## src/rtl/dualdac_serial_front.sv

```systemverilog
module dualdac_serial_front #(
  parameter int DW             = 16,
  parameter int FRAME_BITS     = 24,
  parameter bit MIDSCALE_RESET = 1'b0
) (
  input  logic          clk,
  input  logic          rst_n,
  input  logic          sclk,
  input  logic          sync_n,
  input  logic          din,
  input  logic          ldac_n,
  input  logic          clr_n,
  output logic [DW-1:0] dac_a,
  output logic [DW-1:0] dac_b,
  output logic [1:0]    pd_a,
  output logic [1:0]    pd_b
);
  localparam int NCH = 2;
  localparam int CW  = $clog2(FRAME_BITS + 1);
  localparam logic [DW-1:0] RST_CODE = MIDSCALE_RESET ? {1'b1, {(DW-1){1'b0}}} : '0;
  localparam logic [CW-1:0] LAST = CW'(FRAME_BITS - 1);
  localparam logic [CW-1:0] FULL = CW'(FRAME_BITS);

  logic                  sclk_q, ldac_q;
  logic [CW-1:0]         cnt;
  logic [FRAME_BITS-1:0] sr;
  logic [DW-1:0]         inp [NCH];
  logic [DW-1:0]         dac [NCH];
  logic [1:0]            pd  [NCH];

  wire sclk_fall = sclk_q & ~sclk;
  wire shift_en  = sclk_fall & ~sync_n & (cnt != FULL);
  wire done      = shift_en & (cnt == LAST);
  wire ldac_fall = ldac_q & ~ldac_n;

  wire [FRAME_BITS-1:0] sr_nxt = {sr[FRAME_BITS-2:0], din};
  wire [2:0]    cmd  = sr_nxt[DW+5:DW+3];
  wire [2:0]    addr = sr_nxt[DW+2:DW];
  wire [DW-1:0] data = sr_nxt[DW-1:0];

  wire [NCH-1:0] sel = {addr == 3'd1 || addr == 3'd7, addr == 3'd0 || addr == 3'd7};

  wire wr_in  = done & (cmd == 3'b000 || cmd == 3'b011);
  wire wr_dac = done & (cmd == 3'b011 || (cmd == 3'b000 && !ldac_n));
  wire upd    = done & (cmd == 3'b001);
  wire pd_wr  = done & (cmd == 3'b100);

  always_ff @(posedge clk or negedge rst_n) begin
    if (!rst_n) begin
      sclk_q <= 1'b0;
      ldac_q <= 1'b1;
      cnt    <= '0;
      sr     <= '0;
    end else begin
      sclk_q <= sclk;
      ldac_q <= ldac_n;
      if (sync_n)        cnt <= '0;
      else if (shift_en) cnt <= cnt + 1'b1;
      if (shift_en) sr <= sr_nxt;
    end
  end

  always_ff @(posedge clk or negedge rst_n) begin
    if (!rst_n) begin
      for (int i = 0; i < NCH; i++) begin
        inp[i] <= RST_CODE;
        dac[i] <= RST_CODE;
        pd[i]  <= 2'b00;
      end
    end else begin
      for (int i = 0; i < NCH; i++) begin
        if (wr_in && sel[i]) inp[i] <= data;
        if (!clr_n)                dac[i] <= RST_CODE;
        else if (wr_dac && sel[i]) dac[i] <= data;
        else if (upd && sel[i])    dac[i] <= inp[i];
        else if (ldac_fall)        dac[i] <= inp[i];
        if (pd_wr && data[i]) pd[i] <= data[5:4];
      end
    end
  end

  assign dac_a = dac[0];
  assign dac_b = dac[1];
  assign pd_a  = pd[0];
  assign pd_b  = pd[1];


  cnt_range_chk: assert property (@(posedge clk) disable iff (!rst_n) cnt <= FULL);

  cnt_restart_chk: assert property (@(posedge clk) disable iff (!rst_n) sync_n |=> cnt == '0);

  clear_force_chk: assert property (@(posedge clk) disable iff (!rst_n)
    !clr_n |=> (dac_a == RST_CODE && dac_b == RST_CODE));

  async_load_chk: assert property (@(posedge clk) disable iff (!rst_n)
    (ldac_fall && clr_n && !done) |=> (dac_a == $past(inp[0]) && dac_b == $past(inp[1])));

  dac_hold_chk: assert property (@(posedge clk) disable iff (!rst_n)
    (!done && !ldac_fall && clr_n) |=> ($stable(dac_a) && $stable(dac_b)));

  pd_hold_chk: assert property (@(posedge clk) disable iff (!rst_n)
    !done |=> ($stable(pd_a) && $stable(pd_b)));
endmodule

```

## config.mk

```make
export PLATFORM = sky130hd
export DESIGN_NAME = dualdac_serial_front
export DESIGN_NICKNAME = d
export VERILOG_FILES = /design/src/rtl/dualdac_serial_front.sv
export SDC_FILE = /design/constraint.sdc
export NUM_CORES = 1
export LEC_CHECK = 0
export BUFFER_PORTS_ARGS = -buffer_cell sky130_fd_sc_hd__buf_2
export CELL_PAD_IN_SITES_DETAIL_PLACEMENT = 1
export CELL_PAD_IN_SITES_GLOBAL_PLACEMENT = 1
export CORE_UTILIZATION = 52
export DETAILED_ROUTE_END_ITERATION = 12
export PLACE_DENSITY_LB_ADDON = 0.1
export SETUP_SLACK_MARGIN = 0.3
export SLEW_MARGIN = 20
export SYNTH_ARGS = -nofsm -noshare
export SYNTH_HDL_FRONTEND = slang
export SYNTH_SLANG_ARGS = --single-unit
```

## constraint.sdc

```tcl
create_clock -name clk -period 6.3 [get_ports clk]
set_clock_uncertainty 0.15 [all_clocks]
set_input_delay 0.63 -clock clk [delete_from_list [all_inputs] [get_ports clk]]
set_output_delay 0.63 -clock clk [all_outputs]
set_load 0.03 [all_outputs]
```

==> results of run 1 <==
## cells in the mapped netlist
cell	number	area (sq um)
sky130_fd_sc_hd__a2111oi_0	1	8.76
sky130_fd_sc_hd__a211oi_1	1	7.51
sky130_fd_sc_hd__a21boi_2	1	11.3
sky130_fd_sc_hd__a21oi_1	4	20.0
sky130_fd_sc_hd__a221o_1	32	320
sky130_fd_sc_hd__a41o_1	1	10.0
sky130_fd_sc_hd__and2_1	33	206
sky130_fd_sc_hd__buf_1	1	3.75
sky130_fd_sc_hd__buf_6	3	33.8
sky130_fd_sc_hd__buf_8	1	15.0
sky130_fd_sc_hd__clkbuf_1	7	26.3
sky130_fd_sc_hd__dfrtp_1	95	2380
sky130_fd_sc_hd__dfstp_2	1	26.3
sky130_fd_sc_hd__ha_1	2	25.0
sky130_fd_sc_hd__inv_1	5	18.8
sky130_fd_sc_hd__mux2_2	47	529
sky130_fd_sc_hd__mux2_4	10	150
sky130_fd_sc_hd__nand2_1	7	26.3
sky130_fd_sc_hd__nand2b_1	1	6.26
sky130_fd_sc_hd__nand3_1	3	15.0
sky130_fd_sc_hd__nand4_1	2	12.5
sky130_fd_sc_hd__nand4b_1	1	8.76
sky130_fd_sc_hd__nand4bb_1	1	11.3
sky130_fd_sc_hd__nor2_1	7	26.3
sky130_fd_sc_hd__nor2b_1	4	25.0
sky130_fd_sc_hd__nor3_1	1	5.00
sky130_fd_sc_hd__nor3_4	1	16.3
sky130_fd_sc_hd__nor4b_1	1	8.76
sky130_fd_sc_hd__o21ai_0	4	20.0
sky130_fd_sc_hd__o21bai_1	1	7.51
sky130_fd_sc_hd__o21bai_2	1	11.3
sky130_fd_sc_hd__o2bb2ai_1	1	8.76
sky130_fd_sc_hd__o31ai_1	1	7.51
sky130_fd_sc_hd__or3_1	1	6.26
sky130_fd_sc_hd__or3b_2	1	8.76
sky130_fd_sc_hd__or4b_4	2	27.5
sky130_fd_sc_hd__xnor2_1	2	17.5
sky130_fd_sc_hd__xor2_1	1	8.76
## sequential cells by signal, indices dropped and copies added, names as in the netlist
register and count:
inp 32, cnt 5, ldac_q 1, sclk_q 1, pd_a 2, sr 21
dac_b 16, dac_a 16, pd_b 2
## per-layer routing
metal / vias up / track usage (%)
met5: - / 0
met4: 0 / 7.66
met3: 6 / 3.03
met2: 35 / 39.7
met1: 1329 / 32.5
li1: 1158 / -
## path summary, 6_finish.rpt
check / endpoint / slack [ns] / start / depth (start not counted)
max: inp[2]$_DFFE_PN0P_ / 3.31 / sr[20]$_DFFE_PN0P_ / 4
min: ldac_q$_DFF_PN1_ / 0.25 / ldac_n / 1
max reg2reg: inp[2]$_DFFE_PN0P_ / 3.31 / sr[20]$_DFFE_PN0P_ / 4
min reg2reg: inp[20]$_DFFE_PN0P_ / 0.36 / inp[20]$_DFFE_PN0P_ / 1
max in group asynchronous: inp[14]$_DFFE_PN0P_ / 4.27 / rst_n / 3
min in group asynchronous: dac_b[13]$_DFFE_PN0P_ / 0.55 / rst_n / 2
## critical path, stage by stage, from the launching register on
cell,delay [ns]
sky130_fd_sc_hd__dfrtp_1,0.44
sky130_fd_sc_hd__or4b_4,0.57
sky130_fd_sc_hd__or4b_4,0.53
sky130_fd_sc_hd__nor3_4,0.76
sky130_fd_sc_hd__mux2_2,0.42
## cell type report
class / count / area [sq um] / share of cell area (%)
inverter: 5 / 18.8 / 0.410
multi-input combinational: 176 / 1580 / 34.6
clock buffer: 10 / 128 / 2.79
sequential: 96 / 2400 / 52.5
timing repair buffer: 47 / 253 / 5.52
clock inverter: 6 / 68.8 / 1.50
tap: 99 / 124 / 2.71
## cells by family (layout without fill, tap and decap cells)
logic type,count (synthesis),after routing,synth area share [%]
buf+inv,17,68,2.39
fa+ha+maj,2,2,0.614
xor+xnor,3,3,0.645
compound gates,48,48,10.6
flops,96,96,59.0
simple gates,66,66,10.1
mux,57,57,16.7
## per-stage QoR
step / hold WS (ns) / total power [mW] / instances / util [%]
5_1_grt: 0.234 / 1.20 / 439 / 61.8
6_report: 0.249 / 1.15 / 439 / 61.8
3_5_place_dp: 0.343 / 0.764 / 422 / 59.0
2_1_floorplan: 0.184 / 0.720 / 289 / -
4_1_cts: 0.235 / 1.16 / 439 / 61.8
3_3_place_gp: 0.333 / 0.760 / 422 / 58.9
## timing repair
item	CTS	global route
resized for setup	0	0
hold buffers	1	0
buffers inserted	0	0
hold endpoints to repair	6	0
## power by group through the flow
stage	clock network (mW)	registers (mW)	logic, mW
2_1_floorplan	0	0.682	0.0382
3_3_place_gp	0	0.701	0.0589
3_5_place_dp	0	0.703	0.0611
4_1_cts	0.411	0.691	0.0619
5_1_grt	0.433	0.698	0.0667
6_report	0.400	0.691	0.0604
==> results by stage, run 1 <==
Run status:
- The run finished with clean final reports.

Clock network:
- The number of clock sinks is 96.
- TritonCTS built the clock tree.
- The clock latency at the later pin of the worst-skew pair is 0.36 ns.
- The cell sitting at the root of the clock tree is a sky130_fd_sc_hd__clkbuf_8.
- The deepest level of the CTS H-tree is 3.
- The number of CTS-inserted buffers is 9.
- The clock-pin slew of the registers on the worst-case setup and hold paths is 0.09 ns.
- The maximum clock path buffer count is 2.

Logic synthesis:
- The synthesized flop and latch total is 96.
- For this run, the number of Yosys warnings is 0.
- The synthesized area divided by synthesized cell count is 14.1 sq um.
- The synthesized net count is 298.
- The distinct cell type count of the synthesized netlist is 38.
- The share of the yosys chip area belonging to registers is 59.0%.
- The cell count after synthesis came out at 289.
- In this run the cell area of the synthesized design comes to 4080 sq um.

Floorplanning:
- The effective utilization at floorplan is 55.0%.
- 43 I/O pins were placed.
- Row generation in the floorplan step produced 31 rows.
- The area of the die is just over 8000 sq um.
- The die is 90.5 um wide.
- The core box area is 7410 sq um.
- The vertical die dimension is 90.5 um.

Finish:
- The number of antenna diodes in the final layout is 0.
- From synthesis to final layout, the design area changed by 12.3%.
- The final non-filler cell area is 4580 sq um.
- The most common cell after layout, fill and taps aside is sky130_fd_sc_hd__dfrtp_1.
- The number of inserted filler cells in the final layout is roughly 730.
- The ratio of cells with drive above 1 in the final layout is between 30% and 40%.
- In the layout the commonest cells are 95 x sky130_fd_sc_hd__dfrtp_1, 47 x sky130_fd_sc_hd__mux2_2, 41 x sky130_fd_sc_hd__buf_2, 33 x sky130_fd_sc_hd__and2_1, 32 x sky130_fd_sc_hd__a221o_1.
- The final layout contains 344 nets.

Job:
- The tool flagged a number of max-cap violations equal to 0.

Route:
- The initial detailed-routing violation count is between 150 and 200.
- After detailed routing, the met3 layer carries roughly 160 um of wire.
- The met1 layer wirelength in the final routing is 4.16 mm.
- The detailed router placed between 2000 and 3000 vias in this run.
- The average detailed-routed wire length per instance is 20.1 um.
- The count of antenna-violating nets left after detailed routing is 0.
- The average vias per placed instance is 5.76.
- Summed over all layers, the routed wires come to 8.82 mm.
- The number of iterations in the first detailed-routing pass is 4.
- In the routed design, unresolved DRC markers number 0.
- The met2 routed wirelength is between 4 and 5 mm.
- The highest metal layer with signal wires is met4.

Critical path:
- STA classifies the critical path startpoint as a flip-flop.
- The critical path is of the flip-flop to flip-flop type.
- The data arrival time at the worst-slack endpoint is ~3.1 ns.
- The endpoint type of the worst setup path is a flip-flop.
- The peak fanout along the critical path is 16.
- Data on the critical path is required at its endpoint by 6.39 ns.

Global routing:
- The number of global-route vias before repair is 2681.
- The total global routing track utilization is between 20% and 30%.
- After global routing the overflow that remains totals 0.
- The wire length of the first global-routing pass is 14.8 mm.
- Entering global routing, the biggest net connects 73 pins.
- The number of antenna violations at the first check in global routing is 0.

Placed design:
- Prior to clock tree synthesis, the placed netlist has a worst setup slack of 2.99 ns.
- Detailed placement ended at an HPWL of between 5 and 6 mm.
- The cell area reported after detailed placement is 4370 sq um.
- During placement, the flow inserted port buffers numbering 42.
- The routability congestion estimate is 0.817.

Power and ir drop:
- The analysis attributes to net switching a power of between 0.2 and 0.3 mW.
- In this run, the clock network consumes 34.7% of the power.
- The switching part of the total power is between 20 and 30%.
- The peak supply drop is 0.000125 V.
- Power spread over the standard cell area amounts to 252 nW/um^2.
- Combinational logic is responsible for between 5 and 6% of the overall power.
- The analysis attributes to cell leakage a power of 2.31 nW.
- The design internal power is ~0.86 mW.
- The sequential fraction of design power is 60.0%.

STA:
- The setup TNS is 0 ns.
- Setup slack on the critical path of the routed design comes to 3.31 ns.
- Setup repair after global routing left no endpoint under its margin.
- The fmax is 335 MHz.
- For the pin with the worst max-slew slack, the measured transition is around 1 ns.
- For the finished layout, the period the worst path requires is 2.99 ns.
- The worst max-slew margin expressed relative to the limit is 34.5%.
- The post-route fraction of the period consumed by the critical path is about 47%.
- The final number of max-transition violations is 0.
- The total count of hold-check failures in the final report is 0.
- The final setup violation count is 0.

Worst hold path:
- The class of the most critical hold timing path is primary input to flip-flop.
Note: power is estimated with default switching activity, not from simulation.
==> run 2, diff against run 1 <==
- CORE_UTILIZATION: 52 -> 48
- clock period: 6.3 -> 2.88 ns (I/O delays scaled with it)
==> results by stage, run 2 (synthesis gave the netlist of run 1 again) <==
STA:
- The total count of hold-check failures in the final report is 0.
- The transition time of the tightest slew-check pin is 0.692 ns.
- The post-route fraction of the period consumed by the critical path is 87.8%.
- Setup repair after global routing could not meet its margin everywhere.
- The worst max-slew margin expressed relative to the limit is 53.8%.
- Setup violations remaining at the end of the flow were counted as 0.
- The final number of max-transition violations is 0.
- The setup TNS is 0 ns.
- The fmax is 395 MHz.
- Final hold analysis gives a worst-case slack of 0.126 ns.
- After layout, the minimum clock period comes to between 2 and 3 ns.

Critical path:
- The most frequent cell on the critical path is sky130_fd_sc_hd__or4b_4.
- The buffer and inverter count on the worst path is 1.
- The count of cell instances traversed by the critical path is 5.
- The worst register-to-register path ends at inp[13]$_DFFE_PN0P_.
- The startpoint kind of the worst setup timing path is a flip-flop.
- The startpoint identified for the worst register-to-register timing path is sr[20]$_DFFE_PN0P_.
- The start point of the critical path is sr[20]$_DFFE_PN0P_.
- The slowest stage cell on the critical path is sky130_fd_sc_hd__or4b_4.
- The cell family contributing the most delay on the critical path is simple AND/OR/NAND/NOR gates.
- Along the worst path, the maximum fanout reaches 8.
- Setup slack on the worst reg-to-reg path comes out at 0.35 ns.
- The category of the critical setup timing path is flip-flop to flip-flop.
- The largest incremental delay on the critical path is between 0.5 and 0.6 ns.
- The data arrival time at the worst-slack endpoint is 2.63 ns.
- The worst setup path is captured at a flip-flop.
- For the worst setup path, the data required time is 2.98 ns.
- The signal on the critical path passes through or4b_4 -> or4b_4 -> nor3_4 -> clkbuf_16 -> mux2_4.
- The number of cells on the worst reg-to-reg path is 5.

Route:
- The routed design uses approximately 4.4 mm of met2 wire.
- For this block, the initial DRC count from the detailed router was 116.
- In the routed layout, each cell is associated on average with a via count of 5.66.
- The routed design has 8.89 mm of wire.
- The detail route stage leaves a number of antenna-violating nets equal to 0.
- The residual DRC count is 0.
- Summed over all nets, wire length on met3 after detailed routing comes to between 200 and 300 um.
- The pre-antenna-repair detailed-routing pass consisted of 4 iterations.
- The detailed router put a total of 4.19 mm of wire on met1.
- Dividing the detail-routed wire length by the instance count gives 19.5 um.
- The highest metal layer with signal wires is met4.
- The routed layout has between 2000 and 3000 vias.

Clock network:
- The clock drives 96 sinks.
- The clock latency at the later pin of the worst-skew pair is 0.36 ns.
- TritonCTS built the clock tree.
- The clock-pin slew of the registers on the worst-case setup and hold paths is 0.10 ns.
- The longest clock path from root to sink contains 2 buffers.
- The deepest level of the CTS H-tree is 3.
- The cell sitting at the root of the clock tree is a sky130_fd_sc_hd__clkbuf_8.
- TritonCTS created 9 clock buffers.

Worst hold path:
- The hold path startpoint is din.
- The worst hold path terminates at sr[0]$_DFFE_PN0P_.
- The path class of the tightest hold or removal check is primary input to flip-flop.
- The cell count of the worst hold path is 2.

Finish:
- The total inserted antenna cells is 0.
- The most common cell after layout, fill and taps aside is sky130_fd_sc_hd__dfrtp_1.
- The largest registers in the layout are inp: 32 flops, sr: 21 flops.
- The number of inserted filler cells in the final layout is between 800 and 900.
- In the layout the commonest cells are 95 x sky130_fd_sc_hd__dfrtp_1, 47 x sky130_fd_sc_hd__mux2_2, 41 x sky130_fd_sc_hd__buf_2, 32 x sky130_fd_sc_hd__and2_1, 32 x sky130_fd_sc_hd__a221o_1.
- The register with the most flip-flops in the layout has 32 of them.
- The ratio of cells with drive above 1 in the final layout is 39.6%.
- Relative to the synthesized area, the layout overhead comes to 16.5%.
- The final-stage net count is 355.
- The register containing the most flip-flops in the final layout is inp.

Global routing:
- The first global-routing pass estimated between 10 and 15 mm of wire.
- In the global route stage, overall resource usage came out at between 20% and 30%.
- The global route total overflow is 0.
- The number of antenna violations at the first check in global routing is 0.
- The number of global-route vias before repair is approximately 2800.
- The pin count of the biggest net entering global routing is just over 60.

Power and ir drop:
- Dividing total power by cell area gives a power density of 526 nW/um^2.
- The leakage power is 2.38 nW.
- The worst-case IR drop observed on VDD is ~0.00024 V.

Floorplanning:
- The die is roughly 94 um wide.
- In this run the core area contains 33 standard-cell rows.
- Measured along the y axis, the die boundary spans 94.1 um.
- The core box area is between 8000 and 9000 sq um.
- Pin placement for this block handled 43 I/O pins.
- For this configuration, the core starts out at a cell density of 49.6%.
- The die covers between 8000 and 9000 sq um.

Run status:
- The flow ran to the end, and the final reports show no timing, DRC or antenna violations.

Placed design:
- The routability congestion estimate is 0.799.
- The post-DP HPWL is approximately 5.6 mm.
- The count of buffers inserted at the top-level ports is 42.

Job:
- The max-cap check violation count is 0.
[run 2: worst max path at each step]
stage / end / slack (ns)
4_1_cts: dac_b[2]$_DFFE_PN0P_ / 0.31
2_1_floorplan: inp[10]$_DFFE_PN0P_ / 0.40
5_1_grt: inp[9]$_DFFE_PN0P_ / 0.29
3_5_place_dp: dac_b[2]$_DFFE_PN0P_ / 0.19
6_report: inp[13]$_DFFE_PN0P_ / 0.35
3_3_place_gp: dac_b[4]$_DFFE_PN0P_ / 0.23
[run 2: timing repair]
item / 4_1_cts / 5_1_grt
cloned: 0 / 1
hold endpoints to repair: 38 / 0
hold buffers: 4 / 0
setup buffers: 1 / 2
endpoints found under the setup margin: 32 / 36
gates resized for setup: 3 / 5
pin swaps: 1 / 1
[run 2: power by group]
part	leakage, nW	internal, mW	switching, mW	total [mW]
sequential	1.32	1.40	0.107	1.51
combinational	0.962	0.0698	0.0738	0.144
clock	0.0952	0.350	0.491	0.841
total	2.38	1.82	0.672	2.50
[run 2: layout make-up]
cell class,count,area (sq um),area share [%]
flip-flops and latches,96,2400,50.6
multi-input cells,176,1610,33.9
repair buffers,58,398,8.38
clock buffers,10,138,2.90
well taps,105,131,2.77
clock inverters,6,50.0,1.05
inverters,5,18.8,0.395
[run 2: routing by layer]
layer,GRT usage [%],up-vias
met4,6.92,0
met2,36.4,37
met3,3.40,7
met5,0,-
li1,-,1178
met1,30.6,1361
[run 2: metrics by stage]
stage / area (sq um) / total power [mW] / util (%) / std cells / worst slack, ns
6_report: 4750 / 2.50 / 57.8 / 456 / 0.350
5_1_grt: 4750 / 2.61 / 57.8 / 456 / 0.293
4_1_cts: 4690 / 2.52 / 57.0 / 453 / 0.315
3_5_place_dp: 4430 / 1.67 / 53.9 / 432 / 0.193
3_3_place_gp: 4430 / 1.67 / 53.9 / 432 / 0.226
2_1_floorplan: 4080 / 1.58 / - / 289 / 0.404
==> run 3, diff against run 2 <==
- BUFFER_PORTS_ARGS: -buffer_cell sky130_fd_sc_hd__buf_2 -> unset
- CORE_UTILIZATION: 48 -> 52
- DONT_BUFFER_PORTS: unset -> 1
==> results by stage, run 3 (synthesis gave the netlist of run 1 again) <==
STA:
- The final setup violation count is 0.
- The total count of hold-check failures in the final report is 96.
- The final number of max-transition violations came to 0.
- The worst max-slew margin expressed relative to the limit is 51.2%.
- The post-route fraction of the period consumed by the critical path is ~89%.
- The worst hold slack is -0.528 ns.
- For the final routed database, the setup TNS stands at 0 ns.
- Setup repair after global routing could not meet its margin everywhere.
- The transition time of the tightest slew-check pin is 0.732 ns.
- The worst path needs around 2.6 ns of the cycle, external delays included.
- The setup slack after layout is 0.321 ns.
- For this run, the top clock speed supported by timing is 391 MHz.

Clock network:
- Counting the buffers created by CTS gives 9.
- Buffers inserted to repair hold after CTS numbered 4.
- The longest clock path from root to sink contains 2 buffers.
- The H-tree generated during clock tree synthesis spans 3 levels.
- The number of clock sinks is 96.
- The clock-pin slew of the registers on the worst-case setup and hold paths is 0.09 ns.
- The CTS tree is yes.
- The clock tree root driver cell is sky130_fd_sc_hd__clkbuf_8.
- At the later pin of the worst-skew pair, clock insertion delay measures 0.36 ns.

Global routing:
- The number of antenna violations at the first check in global routing is 0.
- The global-route met1 utilization is 31.9%.
- The fraction of met2 tracks used by global routing is around two fifths.
- Entering global routing, the biggest net connects between 90 and 100 pins.
- The global route total overflow is 0.
- In this run the most used layer during global routing was met2.
- Across every metal layer, demand over resource in global routing totals 24.0%.
- The first global-routing pass estimated 14.8 mm of wire.
- In the global route stage, met3 resource usage came out at 4.38%.
- The number of global-route vias before repair is around 2600.

Placed design:
- At the placement stage, the worst setup path has a slack of 0.178 ns.
- The congestion estimate from routability-driven global placement came to 0.791.
- The post-DP HPWL is 5.75 mm.
- The count of buffers inserted at the top-level ports is 0.

Power and ir drop:
- The post-route total power is 2.42 mW.
- The peak supply drop is 0.000307 V.
- For this design the ratio of total power to cell area is 536 nW/um^2.
- For this design the static power due to leakage is 2.16 nW.

Finish:
- The most common cell after layout, fill and taps aside is sky130_fd_sc_hd__dfrtp_1.
- The largest registers in the layout are inp: 32 flops, sr: 21 flops.
- At the end of the flow, the number of nets in the layout was between 300 and 400.
- The fraction of the core area covered by cells at the end of the flow is 61.0%.
- 0 antenna diodes ended up in the layout.
- The number of flip-flops in the largest register is 32.
- Ranked by flip-flop count, first place goes to inp.
- In the final layout, the share of cells above drive strength 1 is a little under a third.
- The number of inserted filler cells in the final layout is between 700 and 800.
- The synthesis-to-layout area growth is 10.9%.
- The top cell types in the final layout, fill and taps aside, are 95 x sky130_fd_sc_hd__dfrtp_1, 46 x sky130_fd_sc_hd__mux2_2, 32 x sky130_fd_sc_hd__and2_1, 32 x sky130_fd_sc_hd__a221o_1.

Run status:
- The flow ran to the end, but the final reports show violations.
- The checks that failed: hold timing.

Route:
- The count of antenna-violating nets left after detailed routing is 0.
- After detailed routing, the number of remaining DRC violations is 0.
- The average vias per placed instance is 5.99.
- The number of iterations in the first detailed-routing pass is 4.
- After detailed routing, the average wire length per cell comes to 22.7 um.
- The detailed router finished its first iteration with 126 violations.
- Summing over every cut layer, the via total after detailed routing is 2462.
- The final routed wirelength across all metal layers is ~9.3 mm.

Floorplanning:
- The area of the die is 8190 sq um.
- The core region is 7410 sq um.
- The number of rows in the core area is 31.
- The die is between 90 and 100 um wide.
- Measured along the y axis, the die boundary spans a little over 90 um.
- The initial utilization of the core area, before any placement, comes to 55.0%.
- For this design the top-level I/O count stands at 43.

Critical path:
- The category of the critical setup timing path is flip-flop to flip-flop.
- The endpoint type of the worst setup path is a flip-flop.
- The endpoint required time on the critical path is about 3.0 ns.
- STA puts the critical path data arrival time at 2.64 ns.
- The startpoint kind of the worst setup timing path is a flip-flop.
- The peak fanout along the critical path is 6.

Job:
- The max-cap check violation count is 0.

Worst hold path:
- The tightest min-delay check is of the primary input to asynchronous set/reset pin type.
-- run 3: cell count changes in the layout (fill, tap and decap cells not counted), sizes merged --
| cell | before | now |
|---|---|---|
| inv | 8 | 7 |
| buf | 53 | 14 |
| clkinvlp | 1 | 2 |
-- run 3: metal layers --
layer  routed length (um)  up-vias  share of wire [%]
met5                    0        -                  0
met4                  168        0                1.8
met3                  367       14                3.9
met2                 4690       46                 50
met1                 4120     1296                 44
li1                     -     1106                  -
-- run 3: final timing paths --
kind                                     start                     to  slack [ns]  cells past startpoint
min                                      rst_n     cnt[1]$_DFFE_PN0P_       -0.53                      0
max in group asynchronous                rst_n       ldac_q$_DFF_PN1_        2.88                      0
min in group clk                        sync_n     cnt[1]$_DFFE_PN0P_        0.03                      2
max                         sr[20]$_DFFE_PN0P_   dac_b[1]$_DFFE_PN0P_        0.32                      6
max reg2reg                 sr[20]$_DFFE_PN0P_   dac_b[1]$_DFFE_PN0P_        0.32                      6
min reg2reg                inp[29]$_DFFE_PN0P_  dac_a[13]$_DFFE_PN0P_        0.36                      1
-- run 3: critical path, stage by stage (launching register included) --
cell and delay, ns:
sky130_fd_sc_hd__dfrtp_1 0.40, sky130_fd_sc_hd__or4b_4 0.56, sky130_fd_sc_hd__or4b_4 0.56, sky130_fd_sc_hd__o21bai_2 0.19, sky130_fd_sc_hd__a21boi_4 0.09, sky130_fd_sc_hd__buf_4 0.16
sky130_fd_sc_hd__a221o_1 0.32
-- run 3: cell type report --
| class | instances | area, sq um | share of cell area, % |
|---|---|---|---|
| Sequential cell | 96 | 2400 | 53.2 |
| Inverter | 5 | 18.8 | 0.415 |
| Tap cell | 99 | 124 | 2.74 |
| Multi-Input combinational cell | 176 | 1600 | 35.4 |
| Clock buffer | 10 | 128 | 2.82 |
| Clock inverter | 6 | 42.5 | 0.941 |
| Timing Repair Buffer | 19 | 203 | 4.49 |
-- run 3: stage by stage --
stage	cell area [sq um]	cells
after floorplan	4080	289
after global placement	4190	384
after detailed placement	4190	384
after CTS	4440	406
after global routing	4520	411
final	4520	411
-- run 3: where the power goes --
group / total [mW] / switching (mW) / internal [mW]
Sequential: 1.52 / 0.113 / 1.40
Combinational: 0.115 / 0.0483 / 0.0667
Clock: 0.791 / 0.474 / 0.318
-- run 3: what timing repair did --
action,4_1_cts,5_1_grt
buffers inserted,2,4
pin swaps,1,2
hold endpoints to repair,106,96
cloned,0,1
gates resized for setup,3,6
setup endpoints to repair,32,43
